File: src/rtl/nand_if_pkg.sv
package nand_if_pkg;
  localparam logic [7:0] OP_ERASE_SETUP = 8'h60;
  localparam logic [7:0] OP_ERASE_GO    = 8'hD0;
  localparam logic [7:0] OP_STATUS      = 8'h70;

  typedef enum logic [1:0] {
    ER_IDLE,
    ER_ADDR,
    ER_CONF,
    ER_BUSY
  } er_state_e;
endpackage

File: src/rtl/nand_latch_decode.sv
module nand_latch_decode (
  input  logic clk,
  input  logic rst_n,
  input  logic ce_n,
  input  logic we_n,
  input  logic cle,
  input  logic ale,
  output logic cmd_stb,
  output logic adr_stb,
  output logic dat_stb
);
  logic we_q;
  logic take;

  always_ff @(posedge clk or negedge rst_n) begin
    if (!rst_n) we_q <= 1'b1;
    else        we_q <= we_n;
  end

  // rising edge of the write strobe seen with the chip selected
  assign take    = !ce_n && we_n && !we_q;
  assign cmd_stb = take && cle && !ale;
  assign adr_stb = take && ale && !cle;
  assign dat_stb = take && !cle && !ale;
endmodule

File: src/rtl/nand_erase_fsm.sv
module nand_erase_fsm
  import nand_if_pkg::*;
#(
  parameter int BUSY_CYCLES = 40,
  parameter int ADDR_CYCLES = 2,
  parameter int DROP_BITS   = 5,
  localparam int AW = ADDR_CYCLES * 8
) (
  input  logic          clk,
  input  logic          rst_n,
  input  logic          cmd_stb,
  input  logic          adr_stb,
  input  logic          dat_stb,
  input  logic [7:0]    byte_in,
  input  logic          wp_n,
  output logic          busy,
  output logic          err,
  output logic [AW-1:0] erase_addr
);
  localparam int CW  = $clog2(BUSY_CYCLES + 1);
  localparam int ACW = $clog2(ADDR_CYCLES + 1);
  localparam logic [AW-1:0] KEEP_MASK = {AW{1'b1}} << DROP_BITS;

  er_state_e      state, nxt_state;
  logic [ACW-1:0] acnt, nxt_acnt;
  logic [CW-1:0]  bcnt, nxt_bcnt;
  logic           nxt_err;
  logic [AW-1:0]  addr_word, shifted;
  logic           start_erase;

  // byte order: first address byte ends in the lowest byte lane
  generate
    if (ADDR_CYCLES > 1) begin : g_multi
      assign shifted = {byte_in, addr_word[AW-1:8]};
    end else begin : g_single
      assign shifted = byte_in;
    end
  endgenerate

  always_comb begin
    nxt_state   = state;
    nxt_acnt    = acnt;
    nxt_bcnt    = bcnt;
    nxt_err     = err;
    start_erase = 1'b0;
    case (state)
      ER_IDLE: begin
        if (cmd_stb && byte_in == OP_ERASE_SETUP) begin
          nxt_state = ER_ADDR;
          nxt_acnt  = '0;
        end
      end
      ER_ADDR: begin
        if (adr_stb) begin
          if (acnt == ACW'(ADDR_CYCLES - 1)) nxt_state = ER_CONF;
          else                               nxt_acnt  = acnt + 1'b1;
        end else if (cmd_stb) begin
          nxt_acnt  = '0;
          nxt_state = (byte_in == OP_ERASE_SETUP) ? ER_ADDR : ER_IDLE;
        end else if (dat_stb) begin
          nxt_state = ER_IDLE;
        end
      end
      ER_CONF: begin
        if (cmd_stb && byte_in == OP_ERASE_GO) begin
          if (wp_n) begin
            nxt_state   = ER_BUSY;
            nxt_bcnt    = CW'(BUSY_CYCLES - 1);
            nxt_err     = 1'b0;
            start_erase = 1'b1;
          end else begin
            nxt_state = ER_IDLE;
            nxt_err   = 1'b1;
          end
        end else if (cmd_stb && byte_in == OP_ERASE_SETUP) begin
          nxt_state = ER_ADDR;
          nxt_acnt  = '0;
        end else if (cmd_stb || adr_stb || dat_stb) begin
          nxt_state = ER_IDLE;
        end
      end
      default: begin
        if (bcnt == '0) nxt_state = ER_IDLE;
        else            nxt_bcnt  = bcnt - 1'b1;
      end
    endcase
  end

  always_ff @(posedge clk or negedge rst_n) begin
    if (!rst_n) begin
      state      <= ER_IDLE;
      acnt       <= '0;
      bcnt       <= '0;
      err        <= 1'b0;
      addr_word  <= '0;
      erase_addr <= '0;
    end else begin
      state <= nxt_state;
      acnt  <= nxt_acnt;
      bcnt  <= nxt_bcnt;
      err   <= nxt_err;
      if (adr_stb && state == ER_ADDR) addr_word  <= shifted;
      if (start_erase)                 erase_addr <= addr_word & KEEP_MASK;
    end
  end

  assign busy = (state == ER_BUSY);
endmodule

File: src/rtl/nand_status_path.sv
module nand_status_path
  import nand_if_pkg::*;
#(
  parameter int IO_W = 16
) (
  input  logic            clk,
  input  logic            rst_n,
  input  logic            cmd_stb,
  input  logic [7:0]      byte_in,
  input  logic            busy,
  input  logic            err,
  input  logic            wp_n,
  input  logic            ce_n,
  input  logic            re_n,
  output logic [IO_W-1:0] io_out,
  output logic            io_oe
);
  logic       smode, nxt_smode;
  logic [7:0] sbyte;

  always_comb begin
    nxt_smode = smode;
    if (cmd_stb) begin
      if (byte_in == OP_STATUS) nxt_smode = 1'b1;
      else if (!busy)           nxt_smode = 1'b0;
    end
  end

  always_ff @(posedge clk or negedge rst_n) begin
    if (!rst_n) smode <= 1'b0;
    else        smode <= nxt_smode;
  end

  assign sbyte = {wp_n, !busy, 5'b00000, err};
  assign io_oe = smode && !ce_n && !re_n;

  always_comb begin
    io_out = '0;
    if (io_oe) io_out[7:0] = sbyte;
  end
endmodule

File: src/rtl/nand_cmd_status.sv
module nand_cmd_status #(
  parameter int IO_W        = 16,
  parameter int BUSY_CYCLES = 40,
  parameter int ADDR_CYCLES = 2,
  parameter int DROP_BITS   = 5,
  localparam int AW = ADDR_CYCLES * 8
) (
  input  logic            clk,
  input  logic            rst_n,
  input  logic            ce_n,
  input  logic            cle,
  input  logic            ale,
  input  logic            we_n,
  input  logic            re_n,
  input  logic            wp_n,
  input  logic [7:0]      cmd_in,
  output logic [IO_W-1:0] io_out,
  output logic            io_oe,
  output logic            rb_n,
  output logic [AW-1:0]   erase_addr
);
  logic cmd_stb, adr_stb, dat_stb;
  logic busy, err;

  nand_latch_decode u_dec (
    .clk     (clk),
    .rst_n   (rst_n),
    .ce_n    (ce_n),
    .we_n    (we_n),
    .cle     (cle),
    .ale     (ale),
    .cmd_stb (cmd_stb),
    .adr_stb (adr_stb),
    .dat_stb (dat_stb)
  );

  nand_erase_fsm #(
    .BUSY_CYCLES (BUSY_CYCLES),
    .ADDR_CYCLES (ADDR_CYCLES),
    .DROP_BITS   (DROP_BITS)
  ) u_fsm (
    .clk        (clk),
    .rst_n      (rst_n),
    .cmd_stb    (cmd_stb),
    .adr_stb    (adr_stb),
    .dat_stb    (dat_stb),
    .byte_in    (cmd_in),
    .wp_n       (wp_n),
    .busy       (busy),
    .err        (err),
    .erase_addr (erase_addr)
  );

  nand_status_path #(.IO_W(IO_W)) u_stat (
    .clk     (clk),
    .rst_n   (rst_n),
    .cmd_stb (cmd_stb),
    .byte_in (cmd_in),
    .busy    (busy),
    .err     (err),
    .wp_n    (wp_n),
    .ce_n    (ce_n),
    .re_n    (re_n),
    .io_out  (io_out),
    .io_oe   (io_oe)
  );

  assign rb_n = !busy;
endmodule

File: config.mk
export PLATFORM = sky130hd
export DESIGN_NAME = nand_cmd_status
export DESIGN_NICKNAME = d
export VERILOG_FILES = /design/src/rtl/nand_if_pkg.sv /design/src/rtl/nand_latch_decode.sv /design/src/rtl/nand_erase_fsm.sv /design/src/rtl/nand_status_path.sv /design/src/rtl/nand_cmd_status.sv
export SDC_FILE = /design/constraint.sdc
export NUM_CORES = 1
export LEC_CHECK = 0
export ABC_AREA = 1
export BUFFER_PORTS_ARGS = -buffer_cell sky130_fd_sc_hd__buf_2
export CORE_UTILIZATION = 49
export CTS_BUF_LIST = sky130_fd_sc_hd__clkbuf_8
export CTS_CLUSTER_SIZE = 12
export DETAILED_ROUTE_END_ITERATION = 8
export PLACE_DENSITY_LB_ADDON = 0.12
export SYNTH_ARGS = -nofsm -noshare
export SYNTH_HDL_FRONTEND = slang
export SYNTH_SLANG_ARGS = --single-unit
File: constraint.sdc
create_clock -name clk -period 1.31 [get_ports clk]
set_input_delay 0.0655 -clock clk [delete_from_list [all_inputs] [get_ports clk]]
set_output_delay 0.0655 -clock clk [all_outputs]
set_load 0.01 [all_outputs]
=== Word-level counts from Yosys, hierarchy flattened ===
Index checks and enable logic that the tools add are counted.

* $lt $le $gt $ge: 0
* Shift-type cells: 0
* Bitwise gates (word level): 1
* Reductions and logical operators: 31
* Equality and inequality tests: 18
* Multipliers: 0
* Divide/modulo/power cells: 0
* Add/subtract/negate cells: 2
* Muxes and demuxes: 29

{| class="wikitable"
|+ Operators with widths
! cell !! number
|-
| two-way mux 2 bit || 15
|-
| two-way mux 6 bit || 3
|-
| equality test 8 x 7 -> 1 bit, second input constant || 2
|-
| logical AND 1 bit || 13
|-
| one-hot mux 2 bit (3 select lines) || 2
|-
| one-hot mux 6 bit (2 select lines) || 1
|-
| equality test 8 bit, second input constant || 1
|-
| two-way mux 8 bit || 1
|-
| != test 2 bit, second input constant || 4
|-
| != test 4 x 1 -> 1 bit, second input constant || 2
|-
| AND reduction 4 bit || 2
|-
| two-way mux 1 bit || 7
|-
| zero test 1 bit || 6
|-
| zero test 6 bit || 1
|-
| != test 3 bit, second input constant || 2
|-
| subtractor 6 x 1 -> 6 bit, second input constant || 1
|-
| AND reduction 5 bit || 1
|-
| equality test 2 x 1 -> 1 bit, second input constant || 2
|-
| equality test 2 bit, second input constant || 2
|-
| != test 2 x 1 -> 1 bit, second input constant || 2
|-
| AND reduction 2 bit || 2
|-
| nonzero test 4 bit || 1
|-
| != test 3 x 1 -> 1 bit, second input constant || 1
|-
| nonzero test 3 bit || 1
|-
| other kinds (5) || 6
|}

* ROM bits: 0
* Bits in writable memories: 0
* Bits in registers: 40
* Memories kept: 0
* Logic and storage cells: 89
* Latch bits: 0
* Bits of input ports: 16
* Output and inout bits: 34

=== Logic depth before layout (Yosys ltp) ===
Gate-level depths: netlist of run 1.

* Word-level depth: 11
* Depth in mapped cells: 11
* Depth with buffers taken out: 11

=== By module ===
Synthesis of run 1 repeated with hierarchy kept, for this count alone.

* Cells, all modules: 259
* Area total of the unflattened synthesis: 2,043.2 um2

{| class="wikitable"
|+ By module, submodules not included
! module !! seq. area each (um2) !! times used !! area an instance (um2) !! cells an instance
|-
| nand_erase_fsm || 825.8 || 1 || 1,737.9 || 207
|-
| nand_status_path || 25.0 || 1 || 227.7 || 40
|-
| nand_latch_decode || 26.3 || 1 || 73.8 || 11
|-
| nand_cmd_status || 0.0 || 1 || 3.8 || 1
|}

=== Worst setup path after synthesis of run 1 ===
OpenSTA, ideal clock, no wires.

* Kind: register to register
* Start point: register u_fsm.bcnt[0]
* End point: register u_fsm.bcnt[4]
* Setup time: 0.074 ns
* Clock period less this slack: 1.305 ns
* Arrival: 1.231 ns
* Buffers on the path: 0
* Setup slack: 0.005 ns
* Stages on the path, launching flop included: 7
* Data required time: 1.236 ns
* Cells stage by stage: dfrtp_1 inv_1 ha_1 nand2_1 xor2_1 or2_2 o21ai_2

* Longest elaborated chain between the ends: 3
* Elaborated cells between the ends (all ways): 6
* Those cells by class: 1 x add/sub; 1 x eq/ne; 2 x mux; 2 x reduce/logical

{| class="wikitable"
|+ RTL lines
! item !! line !! RTL
|-
| start, declared || nand_erase_fsm.sv:26 || <nowiki>logic [CW-1:0] bcnt, nxt_bcnt;</nowiki>
|-
| start signal, assigned || nand_erase_fsm.sv:100 || <nowiki>bcnt <= nxt_bcnt;</nowiki>
|-
| subtractor 6 x 1 -> 6 bit / zero test 6 bit (equally long branches) || nand_erase_fsm.sv:84, nand_erase_fsm.sv:83 ||
|-
| two-way mux 6 bit / != test 2 bit (equally long branches) || - ||
|-
| one-hot mux 6 bit (2 select lines) / AND reduction 4 bit (equally long branches) || - ||
|}

Several ways; a longest one is shown, not always the timed one. The select of a mux whose other input is x is not followed.
A chain may end at the register's enable or synchronous reset.

=== Final worst setup path of run 1 ===
* Start point: register u_fsm.state[1]
* End point: register u_fsm.bcnt[4]

* Longest elaborated chain between the ends: 4
* Elaborated cells between the ends (all ways): 10
* Those cells by class: 5 x eq/ne; 1 x mux; 1 x bitwise; 3 x reduce/logical

{| class="wikitable"
|+ RTL lines
! item !! line !! RTL
|-
| start, declared || nand_erase_fsm.sv:24 || <nowiki>er_state_e state, nxt_state;</nowiki>
|-
| start signal, assigned || nand_erase_fsm.sv:98 || <nowiki>state <= nxt_state;</nowiki>
|-
| equality test 2 x 1 -> 1 bit / zero test 2 bit (equally long branches) || nand_erase_fsm.sv:46 || <nowiki>case (state)</nowiki>
|-
| OR reduction 2 bit (no source line) || - ||
|-
| inverter 1 bit (no source line) || - ||
|-
| AND reduction 4 bit (no source line) || - ||
|}

Several ways; a longest one is shown, not always the timed one.

==> impl_metrics.tcl, run 1 <==
set metrics [dict create \
    placed_cell_area_mm2 0.002252 \
    irDropWorstVdd_mv 0.8805 \
    drt_iter0_markers 54 \
    min_period_ns 1.308 \
    synthFlopType "dfrtp_1" \
    pwr_density_cell_mw_per_mm2 1377 \
    fin_ws_ns 0.001895 \
    reg2reg_depth 8 \
    dieArea_mm2 0.004219 \
    diodes 0 \
    htreeDepth 2 \
    grt_pass1_vias 1398 \
    cts_tree "done" \
    use_met1_pct 23.14 \
    start_util_pct 51.87 \
    synthCells 239 \
    hold_viol_final 0 \
    final_cells 349 \
    drive_gt1_share_pct 35.55 \
    wl_per_cell_um 11.34 \
    crit_fanout 10 \
    grt_util_met3_pct 6.338 \
    pin_count 50 \
    synthTopCellsByArea "dfrtp_1 44%, nand2_1 14%, buf_4 7.0%, inv_1 5.4%, nor2_1 4.1%" \
    finalClockSkew_ns 0.006348 \
    yosysWarnings 0 \
    grt_usage_pct 19.63 \
    async_flop_share_pct 100.0 \
    min_path_type "in -> reg" \
    status "complete, no violations" \
    cts.sinks 35 \
    path_clk_slew_ns 0.08 \
    finalSetupViolCount 0 \
    cts_buffers 5 \
    grt_util_met2_pct 32.94 \
    antenna_found_initial 0 \
    cap_viol_max_count 0 \
    final.fill_count 344 \
    max_freq_mhz 764.5 \
    area_growth_pct 28.35 \
    rsz0062_at_grt "yes" \
    vias 1613 \
    vias_per_cell 4.622 \
    nets 319 \
    hpwl_um 2843 \
    yosysTopAreaCellShare_pct 43.81 \
    grt_remaining_overflow 0 \
    worstSkewPairLatency_ns 0.30 \
    finalInstanceArea_mm2 0.002492 \
    timing.final.crit_share_pct 99.86 \
    dp_cells 337 \
    place.gp.congestion 0.8090 \
    slew_viol_final 0 \
    drc 0 \
    grt_max_degree 22 \
    synth-edff-count 0 \
    seq_area_frac_synth_pct 45.17 \
    pre_cts_ws_ns -0.004015 \
    startpoint_type "register" \
    wl_um 3958 \
    portBuffers 31 \
    cts_root_buf "clkbuf_8" \
    top_usage_layer "met2" \
    synth_largest_area_cell "dfrtp_1" \
    die_w_um 64.95 \
    crit_path_end_kind "register" \
    hold_depth 3 \
    coreArea_mm2 0.003744 \
    leakage_nw 1.405 \
    arrival_ns 1.50 \
    synth.avg_cell_area_um2 8.125 \
    rows 22 \
    cts.path.max_buffers 2 \
    synth.distinct_cells 29 \
    fp.dieH_um 64.95 \
    ys_seq_elements 35 \
    first_pass_iters 4 \
    worstPathRequired_ns 1.50 \
    postRouteAntennaNets 0 \
    syn_area_mm2 0.001942 \
    grt_pass1_wl_um 6099 \
    worst-setup-path-type "reg -> reg" \
]
==> power breakdown <==
part	switching [mW]	internal [mW]	total, mW	leakage, nW
clock	0.425	0.567	0.991	0.0581
sequential	0.141	1.31	1.45	0.433
combinational	0.541	0.453	0.995	0.914
==> cells by family (layout without fill, tap and decap cells) <==
| kind of cell | count (synthesis) | count (layout) | synth area share, % |
|---|---|---|---|
| AND/OR/NAND/NOR | 115 | 115 | 26.55 |
| multiplexers | 1 | 1 | 0.7730 |
| AO/OA/AOI/OAI | 27 | 27 | 8.634 |
| flip-flops | 35 | 35 | 45.17 |
| buffers and inverters | 53 | 98 | 14.95 |
| adder cells (fa/ha/maj) | 3 | 3 | 1.933 |
| other | 1 | 18 | 0.1931 |
| XOR/XNOR | 4 | 4 | 1.804 |
==> worst max-delay path, stage by stage (launching register included) <==
cell     delay, ns
dfrtp_1       0.43
inv_2         0.08
nor2_4        0.18
inv_2         0.07
o21ai_2       0.12
nand2_2       0.08
buf_12        0.15
nand2_1       0.06
o21ai_2       0.05
==> cell usage after synthesis (2+ instances only) <==
library cell / n
nor3_1: 2
nor2_4: 3
ha_1: 3
or2_2: 2
dfrtp_1: 34
a21oi_2: 2
o21ai_2: 5
buf_4: 18
inv_1: 28
a21oi_1: 5
o21ai_1: 10
inv_2: 3
buf_6: 3
o21ai_0: 3
nand2_1: 74
nor2_1: 21
xor2_1: 3
nand4_4: 2
nand3_1: 8
==> worst paths after layout <==
check	start	slack, ns	endpoint
setup / recovery	u_fsm.state[1]$_DFFE_PN0P_	0.002	u_fsm.bcnt[4]$_DFFE_PN0P_
hold / removal	cmd_in[1]	0.02	u_fsm.addr_word[9]$_DFFE_PN0P_
setup reg to reg	u_fsm.state[1]$_DFFE_PN0P_	0.002	u_fsm.bcnt[4]$_DFFE_PN0P_
hold reg to reg	u_fsm.addr_word[9]$_DFFE_PN0P_	0.47	u_fsm.erase_addr[9]$_DFFE_PN0P_
max in group asynchronous	rst_n	0.66	u_fsm.state[0]$_DFFE_PN0P_
min in group asynchronous	rst_n	0.21	u_fsm.acnt[0]$_DFFE_PN0P_
==> registers in the layout (all words and copies together) (netlist names) <==
signal            cells
u_fsm.erase_addr     11
u_dec.we_q            1
u_fsm.addr_word      11
u_fsm.state           2
u_fsm.bcnt            6
u_fsm.acnt            2
u_fsm.err             1
u_stat.smode          1
==> what timing repair did <==
item / in CTS / in global routing
endpoints found under the setup margin: 11 / 33
hold endpoints to repair: 36 / 1
buffers inserted: 0 / 1
hold buffers: 2 / 1
resized for setup: 10 / 22
pin swaps: 2 / 6
==> routing by layer <==
metal,up-vias,wire length (µm)
met5,-,0
met4,0,60
met3,7,157
met2,50,2008
met1,732,1731
li1,824,-
==> final cells by class <==
type | instances | area (µm²) | share of cell area, %
multi-input cells | 168 | 913.4 | 36.65
flip-flops and latches | 35 | 878.3 | 35.24
repair buffers | 59 | 409.1 | 16.42
inverters | 31 | 118.9 | 4.769
clock buffers | 5 | 68.82 | 2.761
well taps | 48 | 60.06 | 2.410
clock inverters | 3 | 43.79 | 1.757
==> through the flow <==
step / power [mW] / utilization [%] / hold WS (ns) / TNS [ns]
after global placement: 2.371 / 60.16 / 0.003236 / 0
after floorplan: 2.090 / - / -0.2301 / 0
final: 3.431 / 66.58 / 0.02472 / 0
after CTS: 3.424 / 64.44 / 0.002413 / -0.01178
after detailed placement: 2.408 / 60.16 / 0.001608 / -0.006229
after global routing: 3.638 / 66.58 / 0.02743 / -1.419
==> cell usage in the layout, fill, tap and decap left out, drive strengths merged, types with 2 or more instances in the layout <==
cell / count
nor2: 25
or2: 2
a21oi: 7
inv: 31
clkbuf: 5
xor2: 3
nand4: 3
nand3: 8
o21ai: 18
nor3: 2
dlygate4sd3: 3
nand2: 74
ha: 3
conb: 18
buf: 56
clkinv: 2
dfrtp: 34
(Power assumes the default switching activity.)
==> run 2: changes to the inputs <==
--- a/config.mk
+++ b/config.mk
@@ -11,6 +11,7 @@
 export CTS_BUF_LIST = sky130_fd_sc_hd__clkbuf_8
 export CTS_CLUSTER_SIZE = 12
 export DETAILED_ROUTE_END_ITERATION = 8
+export GPL_TIMING_DRIVEN = 0
 export PLACE_DENSITY_LB_ADDON = 0.12
 export SYNTH_ARGS = -nofsm -noshare
 export SYNTH_HDL_FRONTEND = slang
==> run 2 against run 1 <==
Compared with the run above:
- sequential power increased by 3%
- the flow now finishes with violations (negative setup slack)
- largest power group unchanged
- largest cell class unchanged
- non-clock buffer count grew 13
- wire length grew 3.3%
- critical endpoint is now u_fsm.bcnt[3]$_DFFE_PN0P_
- clock skew fell by 0.0042 ns
- first-iteration DRC count down 3.7%
==> impl_metrics.tcl, run 2 (same netlist as run 1, synthesis figures left out) <==
set metrics [dict create \
    cts_root_buf "clkbuf_8" \
    p_total_mw 3.314 \
    drc 0 \
    hpwl_um 2521 \
    cts.path.max_buffers 2 \
    final_cells 362 \
    status "complete, but fails checks" \
    final_cell_mix "50 x nand2_1, 32 x dfrtp_1, 31 x buf_2, 30 x buf_4, 22 x nand2_2" \
    first_pass_iters 4 \
    irDropWorstVdd_mv 0.7329 \
    vias 1672 \
    postRouteAntennaNets 0 \
    diodes 0 \
    finalSetupViolCount 14 \
    violations "negative setup slack" \
    die_w_um 64.95 \
    slew-limit-headroom_pct 47.56 \
    antenna_found_initial 0 \
    crit_fanout 5 \
    fp.dieH_um 64.95 \
    dp_cells 335 \
    fin_ws_ns -0.03767 \
    min_path_type "in -> reg" \
    grt_max_degree 36 \
    start_util_pct 51.87 \
    crit_chain "inv_2, nand3_2, nor2_4, nand2_1, nand2_2, nand2_2, buf_6, nand2_2, o21ai_2" \
    crit_path_end_kind "register" \
    post-route-util_pct 70.99 \
    cp.buffers_inverters 2 \
    max_freq_mhz 742.0 \
    layout_commonest_cell "nand2_1" \
    cap_viol_max_count 0 \
    place.gp.congestion 0.7954 \
    worstPathRequired_ns 1.50 \
    area_growth_pct 36.86 \
    grt_remaining_overflow 0 \
    pwr_density_cell_mw_per_mm2 1247 \
    portBuffers 31 \
    finalClockSkew_ns 0.002130 \
    nets 332 \
    worstSkewPairLatency_ns 0.29 \
    cp_top_family "simple AND/OR/NAND/NOR gates" \
    rows 22 \
    slowest_delay_ns 0.38 \
    dieArea_mm2 0.004219 \
    arrival_ns 1.53 \
    min_period_ns 1.348 \
    htreeDepth 2 \
    cts_buffers 5 \
    vias_per_cell 4.619 \
    drive_gt1_share_pct 48.09 \
    leakage_nw 1.448 \
    wl_per_cell_um 11.29 \
    startpoint_type "register" \
    pin_count 50 \
    largestRegisters "u_fsm.addr_word x11, u_fsm.erase_addr x11, u_fsm.bcnt x6" \
    cts_tree "done" \
    slew_viol_final 0 \
    coreArea_mm2 0.003744 \
    pre_cts_ws_ns -0.1437 \
    drt_iter0_markers 52 \
    grt_usage_pct 19.75 \
    cts.sinks 35 \
    rsz0062_at_grt "yes" \
    grt_pass1_vias 1383 \
    grt_pass1_wl_um 6210 \
    worst-setup-path-type "reg -> reg" \
    tightest_slew_ns 0.7866 \
    timing.final.crit_share_pct 102.9 \
    fin_tns_setup_ns -0.2355 \
    cp_common_cell "nand2_2" \
    crit_slowest_cell "dfstp_2" \
    wl_um 4087 \
    path_clk_slew_ns 0.07 \
    hold_viol_final 0 \
]
run 2: final timing paths:
check | start | endpoint | slack (ns) | cells past startpoint
setup / recovery | u_dec.we_q$_DFF_PN1_ | u_fsm.bcnt[3]$_DFFE_PN0P_ | -0.04 | 9
hold / removal | cmd_in[1] | u_fsm.addr_word[9]$_DFFE_PN0P_ | 0.02 | 3
setup reg to reg | u_dec.we_q$_DFF_PN1_ | u_fsm.bcnt[3]$_DFFE_PN0P_ | -0.04 | 9
hold reg to reg | u_fsm.erase_addr[5]$_DFFE_PN0P_ | u_fsm.erase_addr[5]$_DFFE_PN0P_ | 0.48 | 2
max in group asynchronous | rst_n | u_fsm.state[0]$_DFFE_PN0P_ | 0.37 | 2
min in group asynchronous | rst_n | u_fsm.acnt[1]$_DFFE_PN0P_ | 0.39 | 2
run 2: cell type report:
cell class / count / area [µm²]
fillers: 318 / 1086
clock buffers: 5 / 68.82
well taps: 48 / 60.06
inverters: 31 / 118.9
multi-input cells: 168 / 999.7
clock inverters: 3 / 20.02
repair buffers: 50 / 330.3
flip-flops and latches: 35 / 879.6
plain buffers: 22 / 180.2
run 2: routing by layer:
metal,vias to the layer above,share of wire [%],track usage [%]
li1,854,-,-
met1,761,44,25.62
met2,49,48,31.51
met3,8,5.5,4.401
met4,0,1.9,8.333
met5,-,0,0
run 2: per-stage QoR:
stage | instance area (µm²) | hold WS [ns]
after global routing | 2658 | 0.02090
after detailed placement | 2221 | 0.1920
after global placement | 2221 | 0.1892
after floorplan | 2006 | -0.2301
final | 2658 | 0.01974
after CTS | 2437 | 0.003907
run 2: tightest hold or removal path, cell delays in order:
cell and delay [ns]:
buf_2 0.10, inv_1 0.06, o21ai_2 0.05
run 2: repair_timing:
item	in CTS	in global routing
cloned	1	3
endpoints found under the setup margin	32	35
gates resized for setup	20	53
hold buffers	2	0
hold endpoints to repair	35	0
setup buffers	6	7
pin swaps	4	14
run 2: where the power goes:
part	total [mW]	internal (mW)	switching [mW]	leakage [nW]
Combinational	1.03	0.481	0.553	0.976
Sequential	1.49	1.31	0.181	0.431
Clock	0.792	0.370	0.422	0.0402
==> run 3: changes to the inputs <==
--- a/config.mk
+++ b/config.mk
@@ -7,8 +7,8 @@
 export LEC_CHECK = 0
 export ABC_AREA = 1
 export BUFFER_PORTS_ARGS = -buffer_cell sky130_fd_sc_hd__buf_2
-export CORE_UTILIZATION = 49
-export CTS_BUF_LIST = sky130_fd_sc_hd__clkbuf_8
+export CORE_UTILIZATION = 25
+export CTS_BUF_LIST = sky130_fd_sc_hd__clkbuf_4
 export CTS_CLUSTER_SIZE = 12
 export DETAILED_ROUTE_END_ITERATION = 8
 export GPL_TIMING_DRIVEN = 0
@@ -16,3 +16,4 @@
 export SYNTH_ARGS = -nofsm -noshare
 export SYNTH_HDL_FRONTEND = slang
 export SYNTH_SLANG_ARGS = --single-unit
+export TNS_END_PERCENT = 20
==> run 3 against run 2 <==
Compared with the run above:
- the run ends with negative hold slack, negative setup slack left
- utilization fell by 37 points
- global-route usage fell by 8.3 points
- critical path depth fell by 2
- sequential cell count did not move
- clock power fell by 21%
- register-to-register slack got worse by 0.05 ns
- die area rose by 93%
- final area fell by 4.5%
- first-iteration DRC count rose by 12%
- largest cell class unchanged
==> impl_metrics.tcl, run 3 (same netlist as run 1, synthesis figures left out) <==
set metrics [dict create \
    hold_buffers 9 \
    finalClockSkew_ns 0.008880 \
    status "complete, but fails checks" \
    postRouteAntennaNets 0 \
    path_clk_slew_ns 0.12 \
    switching_share_pct 35.05 \
    irDropWorstVdd_mv 0.4260 \
    wl_um 4307 \
    rows 31 \
    slew-limit-headroom_pct 44.82 \
    min-delay-start "we_n" \
    vias 1597 \
    diodes 0 \
    cts_buffers 5 \
    cap_viol_max_count 0 \
    p_sw_mw 1.031 \
    pwr_density_cell_mw_per_mm2 1160 \
    worstSkewPairLatency_ns 0.34 \
    crit_fanout 7 \
    power_frac_comb_pct 29.2 \
    min_period_ns 1.401 \
    drc 0 \
    final_cell_mix "67 x nand2_1, 33 x dfrtp_1, 31 x buf_2, 23 x buf_4, 21 x inv_1" \
    hold_depth 1 \
    startpoint_type "register" \
    worstPathRequired_ns 1.55 \
    timing.final.crit_share_pct 106.9 \
    hpwl_um 3056 \
    portBuffers 31 \
    coreArea_mm2 0.007370 \
    final_cells 409 \
    p_clk_share_pct 21.2 \
    grt_pass1_vias 1586 \
    arrival_ns 1.64 \
    cts_root_buf "clkbuf_4" \
    reg2reg_depth 7 \
    grt_pass1_wl_um 7327 \
    vias_per_cell 3.905 \
    area_growth_pct 30.67 \
    rsz0062_at_grt "yes" \
    dieArea_mm2 0.008124 \
    fin_ws_ns -0.09068 \
    drt_iter0_markers 58 \
    worst-setup-path-type "reg -> reg" \
    pin_count 50 \
    place.gp.congestion 0.7030 \
    largestRegisters "u_fsm.addr_word x11, u_fsm.erase_addr x11, u_fsm.bcnt x6" \
    cts.path.max_buffers 2 \
    crit_path_end_kind "register" \
    antenna_found_initial 0 \
    htreeDepth 2 \
    fp.dieH_um 90.14 \
    die_w_um 90.14 \
    slew_viol_final 0 \
    regToRegSetupSlack_ns -0.09 \
    power_frac_seq_pct 49.6 \
    r2r_start "u_dec.we_q$_DFF_PN1_" \
    holdWs_ns -0.1582 \
    drive_gt1_share_pct 35.16 \
    p_int_mw 1.911 \
    max_freq_mhz 713.9 \
    grt_remaining_overflow 0 \
    hold_path_end "u_dec.we_q$_DFF_PN1_" \
    dp_cells 386 \
    grt_max_degree 36 \
    layout_commonest_cell "nand2_1" \
    start_util_pct 26.35 \
    hold_viol_final 1 \
    leakage_nw 1.376 \
    cts.sinks 35 \
    r2r-end "u_fsm.erase_addr[9]$_DFFE_PN0P_" \
    first_pass_iters 4 \
    wl_per_cell_um 10.53 \
    grt_usage_pct 11.48 \
    nets 328 \
    violations "negative hold slack, negative setup slack" \
    min_path_type "in -> reg" \
    cts_tree "done" \
    tightest_slew_ns 0.8277 \
    finalSetupViolCount 19 \
]
==> run 3: final cells by class <==
| type | count | area, µm² |
|---|---|---|
| Buffer | 22 | 180.2 |
| Tap cell | 99 | 123.9 |
| Clock buffer | 6 | 45.04 |
| Timing Repair Buffer | 46 | 294.0 |
| Fill cell | 811 | 4832 |
| Inverter | 31 | 120.1 |
| Sequential cell | 35 | 878.3 |
| Clock inverter | 2 | 12.51 |
| Multi-Input combinational cell | 168 | 883.3 |
==> run 3: worst max path at each step <==
stage,slack [ns],endpoint,cells past startpoint,start
after floorplan,0.005,u_fsm.bcnt[4]$_DFFE_PN0P_,6,u_fsm.bcnt[0]$_DFFE_PN0P_
after global placement,-0.23,u_fsm.erase_addr[7]$_DFFE_PN0P_,6,u_fsm.state[1]$_DFFE_PN0P_
after detailed placement,-0.24,u_fsm.erase_addr[9]$_DFFE_PN0P_,6,u_fsm.state[1]$_DFFE_PN0P_
after CTS,-0.09,u_fsm.erase_addr[9]$_DFFE_PN0P_,7,u_dec.we_q$_DFF_PN1_
after global routing,-0.15,u_fsm.erase_addr[6]$_DFFE_PN0P_,7,u_dec.we_q$_DFF_PN1_
final,-0.09,u_fsm.erase_addr[9]$_DFFE_PN0P_,7,u_dec.we_q$_DFF_PN1_
==> run 3: metrics by stage <==
step | total power [mW] | setup WS (ns) | cell area (µm²) | TNS, ns | util (%)
finish | 2.943 | -0.09068 | 2537 | -0.9520 | 34.43
floorplan | 2.090 | 0.004842 | 2006 | 0 | -
global placement | 2.270 | -0.2327 | 2285 | -3.520 | 31.00
CTS | 2.974 | -0.09429 | 2515 | -1.235 | 34.13
detailed placement | 2.282 | -0.2371 | 2285 | -3.454 | 31.00
global route | 3.206 | -0.1548 | 2537 | -3.525 | 34.43
==> run 3: worst max-delay path, stage by stage (launching register included) <==
cell and delay, ns:
dfstp_2 0.56, inv_2 0.04, nand3_2 0.08, nor2_4 0.06
nand4_4 0.18, clkinvlp_4 0.22, nand2_2 0.10, nand2_1 0.05
==> run 3: routing by layer <==
layer	global-route usage [%]	share of wire, %	up-vias
met2	18.38	47	30
li1	-	-	849
met1	14.97	49	713
met5	0	0	-
met4	4.032	1.0	0
met3	2.876	3.2	5
==> run 3: timing repair <==
item / 4_1_cts / 5_1_grt
endpoints found under the setup margin: 35 / 36
gates resized for setup: 16 / 10
hold endpoints to repair: 43 / 1
buffers inserted: 6 / 0
pin swaps: 8 / 4
==> run 3: power groups by stage <==
stage / clock (mW) / sequential [mW] / combinational, mW
4_1_cts: 0.657 / 1.45 / 0.868
3_3_place_gp: 0 / 1.47 / 0.803
3_5_place_dp: 0 / 1.47 / 0.815
2_1_floorplan: 0 / 1.44 / 0.650
6_report: 0.623 / 1.46 / 0.859
5_1_grt: 0.700 / 1.49 / 1.01
